<file path="config.mk">
export PLATFORM = sky130hd
export DESIGN_NAME = adc_handshake_seq
export DESIGN_NICKNAME = d
export VERILOG_FILES = /design/src/rtl/adc_hs_pkg.sv /design/src/rtl/adc_hs_sync.sv /design/src/rtl/adc_hs_cnt.sv /design/src/rtl/adc_handshake_seq.sv
export SDC_FILE = /design/constraint.sdc
export NUM_CORES = 1
export LEC_CHECK = 0
export ABC_AREA = 1
export BUFFER_PORTS_ARGS = -buffer_cell sky130_fd_sc_hd__buf_4
export CORE_AREA = 2 2 58 60
export CTS_CLUSTER_DIAMETER = 40
export DETAILED_ROUTE_END_ITERATION = 8
export DIE_AREA = 0 0 60 62
export MAX_ROUTING_LAYER = met4
export PLACE_DENSITY = 0.71
export SLEW_MARGIN = 20
export SYNTH_ARGS = -nofsm -noshare
export SYNTH_HDL_FRONTEND = slang
export SYNTH_SLANG_ARGS = --single-unit
</file>
<file path="constraint.sdc">
create_clock -name clk -period 1.4 [get_ports clk]
set_input_delay 0.28 -clock clk [delete_from_list [all_inputs] [get_ports clk]]
set_output_delay 0.28 -clock clk [all_outputs]
set_load 0.005 [all_outputs]
</file>
<file path="src/rtl/adc_hs_pkg.sv">
package adc_hs_pkg;
  typedef enum logic [2:0] {
    ST_IDLE,
    ST_WR_LO,
    ST_WR_REL,
    ST_WAIT,
    ST_RD_LO
  } seq_state_e;
endpackage

</file>
<file path="src/rtl/adc_hs_sync.sv">
module adc_hs_sync #(
  parameter int   STAGES  = 2,
  parameter logic RST_VAL = 1'b1
) (
  input  logic clk,
  input  logic rst,
  input  logic d,
  output logic q
);
  logic [STAGES-1:0] ff;

  generate
    if (STAGES == 1) begin : g_one
      always_ff @(posedge clk) begin
        if (rst) ff <= RST_VAL;
        else     ff <= d;
      end
    end else begin : g_chain
      always_ff @(posedge clk) begin
        if (rst) ff <= {STAGES{RST_VAL}};
        else     ff <= {ff[STAGES-2:0], d};
      end
    end
  endgenerate

  assign q = ff[STAGES-1];
endmodule

</file>
<file path="src/rtl/adc_hs_cnt.sv">
module adc_hs_cnt #(
  parameter int W = 4
) (
  input  logic         clk,
  input  logic         rst,
  input  logic         load,
  input  logic [W-1:0] load_val,
  output logic [W-1:0] q,
  output logic         zero
);
  always_ff @(posedge clk) begin
    if (rst)              q <= '0;
    else if (load)        q <= load_val;
    else if (q != '0)     q <= q - 1'b1;
  end

  assign zero = (q == '0);
endmodule

</file>
<file path="src/rtl/adc_handshake_seq.sv">
module adc_handshake_seq #(
  parameter int DATA_W      = 8,
  parameter int WR_LOW      = 4,
  parameter int RD_LOW      = 3,
  parameter int TIMEOUT     = 1000,
  parameter int SYNC_STAGES = 2
) (
  input  logic              clk,
  input  logic              rst,
  input  logic              start_i,
  input  logic              intr_n_i,
  input  logic [DATA_W-1:0] adc_data_i,
  output logic              cs_n_o,
  output logic              wr_n_o,
  output logic              rd_n_o,
  output logic              busy_o,
  output logic [DATA_W-1:0] sample_o,
  output logic              sample_valid_o,
  output logic              timeout_o
);
  import adc_hs_pkg::*;

  localparam int PW_MAX = (WR_LOW > RD_LOW) ? WR_LOW : RD_LOW;
  localparam int PW_W   = $clog2(PW_MAX + 1);
  localparam int TO_W   = $clog2(TIMEOUT + 1);
  localparam logic [PW_W-1:0] WR_LOAD = PW_W'(WR_LOW - 1);
  localparam logic [PW_W-1:0] RD_LOAD = PW_W'(RD_LOW - 1);
  localparam logic [TO_W-1:0] TO_LOAD = TO_W'(TIMEOUT - 1);
  localparam logic [TO_W-1:0] BLANK_LIM = TO_W'(TIMEOUT - 1 - SYNC_STAGES);

  seq_state_e state, nxt;
  logic intr_s;
  logic pw_load, pw_zero, wt_load, wt_zero;
  logic [PW_W-1:0] pw_val, pw_q;
  logic [TO_W-1:0] wt_q;
  logic cap, to_hit, blank_done;

  adc_hs_sync #(.STAGES(SYNC_STAGES), .RST_VAL(1'b1)) u_sync (
    .clk(clk), .rst(rst), .d(intr_n_i), .q(intr_s)
  );

  adc_hs_cnt #(.W(PW_W)) u_pw (
    .clk(clk), .rst(rst), .load(pw_load), .load_val(pw_val),
    .q(pw_q), .zero(pw_zero)
  );

  adc_hs_cnt #(.W(TO_W)) u_wt (
    .clk(clk), .rst(rst), .load(wt_load), .load_val(TO_LOAD),
    .q(wt_q), .zero(wt_zero)
  );

  assign blank_done = (wt_q <= BLANK_LIM);

  always_comb begin
    nxt     = state;
    pw_load = 1'b0;
    pw_val  = '0;
    wt_load = 1'b0;
    cap     = 1'b0;
    to_hit  = 1'b0;
    unique case (state)
      ST_IDLE: if (start_i) begin
        nxt     = ST_WR_LO;
        pw_load = 1'b1;
        pw_val  = WR_LOAD;
      end
      ST_WR_LO: if (pw_zero) nxt = ST_WR_REL;
      ST_WR_REL: begin
        nxt     = ST_WAIT;
        wt_load = 1'b1;
      end
      ST_WAIT: begin
        if (blank_done && !intr_s) begin
          nxt     = ST_RD_LO;
          pw_load = 1'b1;
          pw_val  = RD_LOAD;
        end else if (wt_zero) begin
          nxt    = ST_IDLE;
          to_hit = 1'b1;
        end
      end
      ST_RD_LO: if (pw_zero) begin
        nxt = ST_IDLE;
        cap = 1'b1;
      end
      default: nxt = ST_IDLE;
    endcase
  end

  always_ff @(posedge clk) begin
    if (rst) begin
      state          <= ST_IDLE;
      cs_n_o         <= 1'b1;
      wr_n_o         <= 1'b1;
      rd_n_o         <= 1'b1;
      busy_o         <= 1'b0;
      sample_valid_o <= 1'b0;
      timeout_o      <= 1'b0;
      sample_o       <= '0;
    end else begin
      state          <= nxt;
      cs_n_o         <= !(nxt == ST_WR_LO || nxt == ST_WR_REL || nxt == ST_RD_LO);
      wr_n_o         <= (nxt != ST_WR_LO);
      rd_n_o         <= (nxt != ST_RD_LO);
      busy_o         <= (nxt != ST_IDLE);
      sample_valid_o <= cap;
      timeout_o      <= to_hit;
      if (cap) sample_o <= adc_data_i;
    end
  end


  wr_sel_chk: assert property (@(posedge clk) disable iff (rst) !wr_n_o |-> !cs_n_o);

  rd_sel_chk: assert property (@(posedge clk) disable iff (rst) !rd_n_o |-> !cs_n_o);

  strobe_excl_chk: assert property (@(posedge clk) disable iff (rst) !(!wr_n_o && !rd_n_o));

  valid_after_rd_chk: assert property (@(posedge clk) disable iff (rst)
    sample_valid_o |-> ($rose(rd_n_o) && !busy_o));

  busy_from_start_chk: assert property (@(posedge clk) disable iff (rst)
    $rose(busy_o) |-> $past(start_i));

  timeout_no_valid_chk: assert property (@(posedge clk) disable iff (rst)
    timeout_o |-> (!sample_valid_o && $stable(sample_o) && rd_n_o));

  wait_desel_chk: assert property (@(posedge clk) disable iff (rst)
    (state == ST_WAIT) |-> cs_n_o);
endmodule

</file>
# [Yosys cells after proc, flatten, opt, wreduce, memory -nomap -nowiden]
# Cells that the tools add are included.
# Widths: inputs -> output; s select.
[op_classes] add_sub_neg=2 mul=0 div_mod_pow=0 magnitude_cmp=1 eq_ne=9 n_shift=0 mux=20 bitwise_logic=1 n_reduce_logical=15
[op_table] cell="$mux 3" count=7
[op_table] cell="$mux 10" count=2
[op_table] cell="$pmux 3 s5" count=1
[op_table] cell="$le 10x10->1 const B" count=1
[op_table] cell="$logic_not 10->1" count=1
[op_table] cell="$reduce_bool 10->1" count=1
[op_table] cell="$sub 10x1->10 const B" count=1
[op_table] cell="$eq 3x2->1 const B" count=3
[op_table] cell="$eq 3x1->1 const B" count=2
[op_table] cell="$eq 3x3->1 const B" count=2
[op_table] cell="$logic_not 3->1" count=2
[op_table] cell="$mux 1" count=6
[op_table] cell="$reduce_bool 3->1" count=2
[op_table] cell="$mux 2" count=2
[op_table] cell="$pmux 2 s2" count=1
[op_table] cell="$reduce_bool 2->1" count=2
[op_table] cell="$ne 3x1->1 const B" count=1
[op_table] cell="$ne 3x3->1 const B" count=1
[op_table] cell="$reduce_or 3->1" count=1
[op_table] cell="$sub 3x1->3 const B" count=1
[op_table] cell="$logic_not 1->1" count=2
[op_table] cell="$logic_or 1x1->1" count=2
[op_table] cell="$pmux 1 s2" count=1
[op_table] cell="$reduce_or 2->1" count=1
[op_table] cell="2 further kinds" count=2
[totals] regBits=32 latchBits=0 ram_bits=0 mem_bits_ro=0 in_bits=12 output_inout_bits=14 word_cells=60 mem_count=0

# [Logic depth before layout (Yosys ltp)]
# Gate-level depths: netlist of run 1.
[logic_depth] depth_word=8 ltp_mapped=11 depth_no_buf=11

# [By module]
# A second synthesis of run 1 with hierarchy kept.
[unflattened] cells_unflattened=251 hier_area_um2=1666.6
[modules_own_cells] module="adc_hs_cnt at u_wt" instances=1 cells_each=122 area_per_inst_um2=716.9 seq_area_each_um2=200.2
[modules_own_cells] module="adc_handshake_seq" instances=1 cells_each=94 area_per_inst_um2=691.9 seq_area_each_um2=340.3
[modules_own_cells] module="adc_hs_cnt at u_pw" instances=1 cells_each=28 area_per_inst_um2=198.9 seq_area_each_um2=60.1
[modules_own_cells] module="adc_hs_sync" instances=1 cells_each=7 area_per_inst_um2=58.8 seq_area_each_um2=40.0

# [Least setup slack after synthesis of run 1]
# Ideal clock, no wire load.
[synth_timing] path_type="register to register" startpoint="reg u_pw.q[0]" endpoint="reg cs_n_o" setup_ps=115 arrival_time_ps=1341 required_ps=1285 path_slack_ps=-56 path_stages_with_launch=10 n_path_buf=0 synth_period_minus_slack_ps=1456 cell_sequence="dfxtp_1 inv_1 ha_1 ha_1 inv_2 nor2_1 nor2_1 nand3_2 nand3_2 nand2_1"
[synth_between] elab_chain_len=7 word_cells_on_any_way=10 classes_between="eq/ne (3); mux (3); reduce/logical (4)"
[synth_rtl] item="start, declared" line_no="adc_hs_cnt.sv:8" text="output logic [W-1:0] q,"
[synth_rtl] item="start signal, assigned" line_no="adc_hs_cnt.sv:13" text="else if (load) q <= load_val;"
[synth_rtl] item="start signal, assigned" line_no="adc_hs_cnt.sv:14" text="else if (q != '0) q <= q - 1'b1;"
[synth_rtl] item="$logic_not 3->1 *" line_no="adc_hs_cnt.sv:17" text="assign zero = (q == '0);"
[synth_rtl] item="$mux 3 (on tied branches)" line_no="adc_handshake_seq.sv:82, adc_handshake_seq.sv:67"
[synth_rtl] item="$pmux 3 s5 *" line_no="adc_handshake_seq.sv:61" text="unique case (state)"
[synth_rtl] item="$eq 3x1->1 / $eq 3x2->1 (equally long branches)" line_no="adc_handshake_seq.sv:102" text="cs_n_o <= !(nxt == ST_WR_LO || nxt == ST_WR_REL || nxt == ST_RD_LO);"
[synth_rtl] item="$logic_or 1x1->1" line_no="adc_handshake_seq.sv:102"
[synth_rtl] item="$logic_or 1x1->1 *" line_no="adc_handshake_seq.sv:102"
[synth_rtl] item="$logic_not 1->1 *" line_no="adc_handshake_seq.sv:102"
[synth_rtl] item="end signal, assigned" line_no="adc_handshake_seq.sv:102"
[synth_rtl] item="end, declared" line_no="adc_handshake_seq.sv:13" text="output logic cs_n_o,"
# Every way passes the cells marked *; elsewhere a longest branch is shown, timed or not.
# A chain may end at the register's enable or synchronous reset.

# [Worst setup path in the final report of run 1]
[layout_timing] startpoint="reg u_wt.q[1]" endpoint="reg busy_o"
[layout_between] elab_chain_len=5 word_cells_on_any_way=7 classes_between="order compare (1); mux (3); reduce/logical (3)"
[layout_rtl] item="start, declared" line_no="adc_hs_cnt.sv:8"
[layout_rtl] item="start signal, assigned" line_no="adc_hs_cnt.sv:13"
[layout_rtl] item="start signal, assigned" line_no="adc_hs_cnt.sv:14"
[layout_rtl] item="$le 10x10->1 / $logic_not 10->1 (equally long branches)" line_no="adc_handshake_seq.sv:52, adc_hs_cnt.sv:17"
[layout_rtl] item="$logic_and 1x1->1 / $mux 3 (equally long branches)" line_no="adc_handshake_seq.sv:73, adc_handshake_seq.sv:77"
[layout_rtl] item="$mux 3 *" line_no="adc_handshake_seq.sv:73" text="if (blank_done && !intr_s) begin"
[layout_rtl] item="$pmux 3 s5 *" line_no="adc_handshake_seq.sv:61"
[layout_rtl] item="$reduce_bool 3->1 *" line_no="adc_handshake_seq.sv:105" text="busy_o <= (nxt != ST_IDLE);"
[layout_rtl] item="end signal, assigned" line_no="adc_handshake_seq.sv:105"
[layout_rtl] item="end, declared" line_no="adc_handshake_seq.sv:16" text="output logic busy_o,"
# Marked as above.

==> flow_summary.rst, run 1 <==
.. list-table::
   :header-rows: 1

   * - Metric
     - Value
   * - Result of the run
     - complete, no violations
   * - Clock sink count
     - 32
   * - Type of the tightest min-delay check
     - in2reg
   * - Number of synthesized register bits
     - 32
   * - Number of DRC markers after the initial detailed-route iteration
     - 17
   * - Core area
     - between 3000 and 4000 µm²
   * - Setup crit start kind
     - flop
   * - Clk buf depth
     - 2
   * - Die X
     - around 60 µm
   * - Grt total ovfl
     - 0
   * - Most frequent cells in the layout
     - buf_4, nor2_1, dfxtp_1, nand2_1, inv_1
   * - Final total negative setup slack
     - 0 ns
   * - Clock latency on the worst-skew pair
     - 0.34 ns
   * - TritonCTS buffer count
     - 5
   * - Per-instance average area after synthesis
     - roughly 7.5 µm²
   * - Slew HR
     - between 70 and 80%
   * - Clk pin slew, worst setup/hold paths
     - roughly 0.10 ns
   * - Total length of routed wires
     - 3.03 mm
   * - Final setup violation count
     - 0
   * - Standard-cell rows
     - 21
   * - Number of global-route vias before repair
     - around 1,300
   * - Pin count of the biggest net entering global routing
     - 12
   * - Number of primary I/O pins
     - 26
   * - DRC violations left
     - 0
   * - Unrepaired setup endpoints after global routing
     - true
   * - Final HPWL from detailed placement
     - between 2 and 2.5 mm
   * - Final cell area excluding filler cells
     - between 1500 and 2000 µm²
   * - Clock tree root driver cell
     - clkbuf_4
   * - Synth warnings
     - 0
   * - Inserted Diodes
     - 0
   * - Nets@finish
     - 252
   * - Critical path capture point type
     - flop
   * - Ratio of final minimum period to clock period
     - approximately 95%
   * - Cell leakage power
     - between 0.9 and 1 nW
   * - Post-DRT Antenna Nets
     - 0
   * - Highest achievable clock rate
     - around 750 MHz
   * - Share of the synthesized area in the top cell type
     - around 45%
   * - Layout cell share with drive strength beyond 1
     - ~38%
   * - Per-cell routed wire length
     - about 11 µm
   * - Slew at the pin with the worst max-slew slack
     - 0.322 ns
   * - Height of the chip
     - slightly above 60 µm
   * - # placed instances
     - around 270
   * - Power density over the cells
     - just under 2000 nW/µm²
   * - Initial core utilization
     - 44.6%
   * - Worst ir drop on vdd
     - 0.000828 V
   * - Via Count
     - between 1,000 and 1,500
   * - First-pass GRT wire length
     - approximately 5.3 mm
   * - Data required time of the worst path
     - 1.64 ns
   * - Most common cell after layout, fill and taps aside
     - buf_4
   * - Antenna violations before repair
     - 0
   * - Cell area after placement
     - ~1800 µm²
   * - Post-route insts no fill
     - 283
   * - Final GP Congestion
     - just under 0.9
   * - Hold buffer count at cts
     - 0
   * - Syn nets
     - 206
   * - Top cells by area in the synthesized netlist
     - dfxtp_1, nor2_1, nand3_1
   * - Total number of H-tree levels
     - 2
   * - Number of maximum-capacitance violations
     - 0
   * - Ratio of routed vias to standard cells
     - 4.73
   * - Area Growth Syn to Fin
     - 38.8%
   * - Syn Std Cell Area
     - ~1400 µm²
   * - Min Clock Period, post-route
     - 1.34 ns
   * - Post-synth top area cell
     - dfxtp_1
   * - Number of buffer cells added on primary ports
     - 25
   * - Type of the worst setup path
     - reg2reg
   * - Highest net fanout along the worst path
     - 6
   * - Final Skew
     - 0.00764 ns
   * - Post-synthesis sequential area ratio
     - between 40 and 50%
   * - CTS tree
     - done
   * - Layout fillers
     - 290
   * - Synth Instances
     - 190
   * - DRT Pass-1 Iters
     - 4
   * - Area of the die
     - 3720 µm²
   * - Final core area utilization
     - roughly three fifths
   * - Total global-route track usage
     - 19.6%
   * - Number of distinct standard cells referenced by the synthesized netlist
     - 27
   * - Final Max Slew Viols
     - 0
   * - Number of hold violations in the final report
     - 0
   * - CP arrival
     - approximately 1.6 ns
==> worst max-delay path, cell delays in order (launching register included) <==
cell,delay (ns)
dfxtp_2,0.33
inv_2,0.09
ha_4,0.16
nand2_2,0.08
nor2_4,0.14
nand2_4,0.08
nand3_2,0.13
nand3_1,0.09
nand2_1,0.07
nand2_1,0.05
==> cell families (layout without fill, tap and decap cells) <==
logic type / Yosys count / count (layout) / synth area share [%]
AND/OR/NAND/NOR: 93 / 93 / 31.4
AO/OA/AOI/OAI: 30 / 30 / 11.6
flip-flops: 32 / 32 / 45.2
buffers and inverters: 31 / 78 / 8.30
adder cells (fa/ha/maj): 4 / 4 / 3.53
==> sequential cells by signal, summed over array words and instances (netlist names) <==
name	count
state	3
cs_n_o	1
rd_n_o	1
busy_o	1
u_sync.ff	2
wr_n_o	1
timeout_o	1
sample_o	8
sample_valid_o	1
u_wt.q	10
u_pw.q	3
==> stage by stage <==
step | power (mW) | setup WS (ns) | hold WS, ns
floorplan | 2.28 | 0.0481 | 0.384
global placement | 2.72 | -0.0676 | 0.416
detailed placement | 2.74 | -0.0813 | 0.418
CTS | 3.64 | 0.0151 | 0.115
global route | 4.15 | -0.0691 | 0.109
finish | 3.80 | 0.0640 | 0.126
==> Yosys cell counts <==
cell type,count
nor3_4,1
inv_2,4
a21oi_1,10
nand2_1,24
clkinv_1,1
ha_1,4
o211ai_1,1
nand3_1,19
nand4_1,2
or2_2,3
nor3_1,2
o21ai_1,2
nor2_2,1
nor2_1,34
clkbuf_1,1
nand3_2,3
a21o_1,1
dfxtp_1,32
inv_1,24
nand2_4,1
buf_2,1
a31oi_1,1
nor2_4,1
nor3_2,1
o21ai_0,14
o211ai_2,1
nand2_2,1
==> layout make-up <==
class	instances	area [µm²]	area share (%)
tap	46	57.6	2.92
multi-input combinational	127	749	38.1
sequential	32	647	32.9
inverter	29	111	5.66
clock inverter	1	30.0	1.53
timing repair buffer	41	308	15.6
clock buffer	7	65.1	3.31
==> power breakdown <==
part	switching, mW	total [mW]	leakage [nW]	internal, mW
registers	0.141	1.26	0.263	1.12
logic	0.958	1.76	0.632	0.803
clock network	0.311	0.784	0.0515	0.474
total	1.41	3.80	0.947	2.39
==> layer usage <==
layer	GRT usage [%]	vias to the layer above	wire length (µm)
met5	-	-	0
met2	30.7	30	1420
li1	-	708	-
met4	10.8	0	61
met3	4.35	8	135
met1	23.5	594	1420
==> final timing paths <==
kind	to	from	slack, ns	depth (start not counted)
setup / recovery	busy_o$_SDFF_PP0_	u_wt.q[1]$_SDFFE_PP0P_	0.06	9
hold reg to reg	u_sync.ff[1]$_SDFF_PP1_	u_sync.ff[0]$_SDFF_PP1_	0.42	1
setup reg to reg	busy_o$_SDFF_PP0_	u_wt.q[1]$_SDFFE_PP0P_	0.06	9
hold / removal	u_sync.ff[0]$_SDFF_PP1_	intr_n_i	0.13	2
==> timing repair <==
action                                  in CTS  in global routing
endpoints found under the hold margin        0                  0
gates resized for setup                      8                 22
buffers inserted                             1                  1
pin swaps                                    4                  3
endpoints found under the setup margin      12                 27
Power figures use the tool's default switching activity.
==> inputs of run 2 (changes only) <==
CORE_AREA = 2 2 60 62   (was 2 2 58 60)
DIE_AREA = 0 0 62 64   (was 0 0 60 62)
PLACE_DENSITY = 0.67   (was 0.71)
==> run 2 against run 1 <==
  * Clock power is 13% lower
  * Via count is 1.4% higher
  * Total power is 2.4% lower
  * Utilization is 2.2 points lower
  * Worst hold slack better by 0.0012 ns
  * Non-clock buffer count is 1 lower
  * Combinational power hardly changed
==> flow_summary.rst, run 2 (same netlist as run 1, synthesis figures left out) <==
.. list-table::
   :header-rows: 1

   * - Metric
     - Value
   * - Result of the run
     - complete, no violations (unchanged)
   * - Largest Register
     - u_wt.q (unchanged)
   * - Final HPWL from detailed placement
     - 2.17 mm (was 2.20 mm)
   * - Number of maximum-capacitance violations
     - 0 (unchanged)
   * - CP bufs+invs
     - 3 (was 1)
   * - DRC violations left
     - 0 (unchanged)
   * - Total power draw
     - 3.71 mW (was 3.80 mW)
   * - Type of the worst setup path
     - reg2reg (unchanged)
   * - Cell leakage power
     - 0.926 nW (was 0.947 nW)
   * - Clock latency on the worst-skew pair
     - 0.33 ns (was 0.34 ns)
   * - Post-DRT Antenna Nets
     - 0 (unchanged)
   * - Final WS setup
     - 0.0252 ns (was 0.0640 ns)
   * - First-pass GRT wire length
     - 5.24 mm (was 5.26 mm)
   * - Final setup violation count
     - 0 (unchanged)
   * - Slowest cell on the critical path
     - dfxtp_2 (unchanged)
   * - Antenna violations before repair
     - 0 (unchanged)
   * - Flip-flop count of the largest register, all copies and words added
     - 10 (unchanged)
   * - Number of primary I/O pins
     - 26 (unchanged)
   * - Number of hold violations in the final report
     - 0 (unchanged)
   * - Most frequent cells in the layout
     - buf_4, nor2_1, dfxtp_1, nand2_1, inv_1 (unchanged)
   * - Hold buffer count at cts
     - 0 (unchanged)
   * - CTS tree
     - done (unchanged)
   * - Ratio of routed vias to standard cells
     - 4.82 (was 4.73)
   * - Slew at the pin with the worst max-slew slack
     - 0.347 ns (was 0.322 ns)
   * - Most common cell after layout, fill and taps aside
     - buf_4 (unchanged)
   * - Per-cell routed wire length
     - 11.0 µm (was 10.7 µm)
   * - Data required time of the worst path
     - 1.68 ns (was 1.64 ns)
   * - Pin count of the biggest net entering global routing
     - 15 (was 12)
   * - Total number of H-tree levels
     - 2 (unchanged)
   * - Met2 wire len
     - 1.42 mm (about the same)
   * - Worst ir drop on vdd
     - 0.000749 V (was 0.000828 V)
   * - Die X
     - 62 µm (was 60 µm)
   * - Top flop regs
     - u_wt.q x10, sample_o x8 (unchanged)
   * - Largest delay share family, worst path
     - flip-flops (was simple AND/OR/NAND/NOR gates)
   * - Area Growth Syn to Fin
     - 38.2% (was 38.8%)
   * - Total length of routed wires
     - 3.09 mm (was 3.03 mm)
   * - Core area
     - 3280 µm² (was 3180 µm²)
   * - Uppermost routed layer
     - met4 (unchanged)
   * - Final Max Slew Viols
     - 0 (unchanged)
   * - Nets@finish
     - 251 (was 252)
   * - Height of the chip
     - 64 µm (was 62 µm)
   * - CP arrival
     - 1.65 ns (was 1.57 ns)
   * - Setup crit start kind
     - flop (unchanged)
   * - Total global-route track usage
     - 17.7% (was 19.6%)
   * - Crit-path most repeated cell
     - ha_4 (was nand2_1)
   * - Highest net fanout along the worst path
     - 7 (was 6)
   * - Ratio of final minimum period to clock period
     - 98.2% (was 95.4%)
   * - Layout cell share with drive strength beyond 1
     - 37.3% (was 37.6%)
   * - Clock sink count
     - 32 (unchanged)
   * - Highest achievable clock rate
     - 727 MHz (was 749 MHz)
   * - Number of global-route vias before repair
     - 1,266 (was 1,253)
   * - Final GP Congestion
     - 0.899 (was 0.869)
   * - Unrepaired setup endpoints after global routing
     - true (unchanged)
   * - Wire length on met1
     - 1.47 mm (was 1.42 mm)
   * - Slew HR
     - 76.8% (was 78.4%)
   * - Via Count
     - 1,359 (was 1,340)
   * - Wire length on met3
     - 161 µm (was 135 µm)
   * - Power density over the cells
     - 1890 nW/µm² (was 1930 nW/µm²)
   * - Inserted Diodes
     - 0 (unchanged)
   * - Clock tree root driver cell
     - clkbuf_4 (unchanged)
   * - Critical path's largest stage delay
     - 0.34 ns (was 0.33 ns)
   * - Number of buffer cells added on primary ports
     - 25 (unchanged)
   * - Number of DRC markers after the initial detailed-route iteration
     - 55 (was 17)
   * - Type of the tightest min-delay check
     - in2reg (unchanged)
   * - Layout fillers
     - 300 (was 290)
   * - Standard-cell rows
     - 21 (unchanged)
   * - Initial core utilization
     - 43.2% (was 44.6%)
   * - Clk buf depth
     - 2 (unchanged)
   * - Min Clock Period, post-route
     - 1.37 ns (was 1.34 ns)
   * - Final Skew
     - 0.00860 ns (was 0.00764 ns)
   * - DRT Pass-1 Iters
     - 4 (unchanged)
   * - Critical path capture point type
     - flop (unchanged)
   * - Grt total ovfl
     - 0 (unchanged)
   * - CP cell instances
     - inv_2, ha_4, ha_4, inv_4, nor3_4, buf_6, o21ai_0, nor2_1 (was inv_2, ha_4, nand2_2, nor2_4, nand2_4, nand3_2, nand3_1, nand2_1, nand2_1)
   * - Clk pin slew, worst setup/hold paths
     - 0.09 ns (was 0.10 ns)
   * - TritonCTS buffer count
     - 5 (unchanged)
   * - Area of the die
     - 3970 µm² (was 3720 µm²)
   * - Worst slack, placed
     - -0.0468 ns (was -0.0813 ns)
[run 2: repair_timing]
item	in CTS	in global routing
gates resized for setup	5	34
setup buffers	1	2
gates cloned	0	0
pin swaps	1	15
endpoints found under the setup margin	7	28
[run 2: power by group]
| part | switching [mW] | leakage [nW] | internal (mW) |
|---|---|---|---|
| combinational | 0.953 | 0.621 | 0.804 |
| sequential | 0.156 | 0.263 | 1.12 |
| clock | 0.307 | 0.0422 | 0.374 |
| total | 1.42 | 0.926 | 2.29 |
[run 2: final timing paths]
check	startpoint	slack, ns	cells past startpoint	to
worst min register to register	u_sync.ff[0]$_SDFF_PP1_	0.42	1	u_sync.ff[1]$_SDFF_PP1_
worst min-delay path	intr_n_i	0.13	2	u_sync.ff[0]$_SDFF_PP1_
worst max register to register	u_pw.q[0]$_SDFFE_PP0P_	0.03	8	sample_o[2]$_SDFFE_PP0P_
worst max-delay path	u_pw.q[0]$_SDFFE_PP0P_	0.03	8	sample_o[2]$_SDFFE_PP0P_
[run 2: metal layers]
| layer | vias up | global-route usage [%] |
|---|---|---|
| li1 | 703 | - |
| met5 | - | - |
| met2 | 36 | 26.3 |
| met3 | 5 | 4.86 |
| met4 | 0 | 6.65 |
| met1 | 615 | 22.7 |
[run 2: cell type report]
cell class | count | area, µm² | area share (%)
repair buffers | 40 | 308 | 15.7
well taps | 46 | 57.6 | 2.94
multi-input cells | 127 | 754 | 38.5
clock inverters | 2 | 35.0 | 1.79
flip-flops and latches | 32 | 647 | 33.0
inverters | 29 | 116 | 5.94
clock buffers | 6 | 41.3 | 2.11
[run 2: stage by stage]
| step | TNS, ns | hold WS, ns | util [%] | cell area, µm² | cells |
|---|---|---|---|---|---|
| 4_1_cts | 0 | 0.113 | 56.4 | 1850 | 280 |
| 3_3_place_gp | -0.0603 | 0.405 | 53.3 | 1750 | 271 |
| 5_1_grt | -0.451 | 0.113 | 59.7 | 1960 | 282 |
| 2_1_floorplan | 0 | 0.384 | - | 1420 | 190 |
| 6_report | 0 | 0.127 | 59.7 | 1960 | 282 |
| 3_5_place_dp | -0.155 | 0.399 | 53.3 | 1750 | 271 |
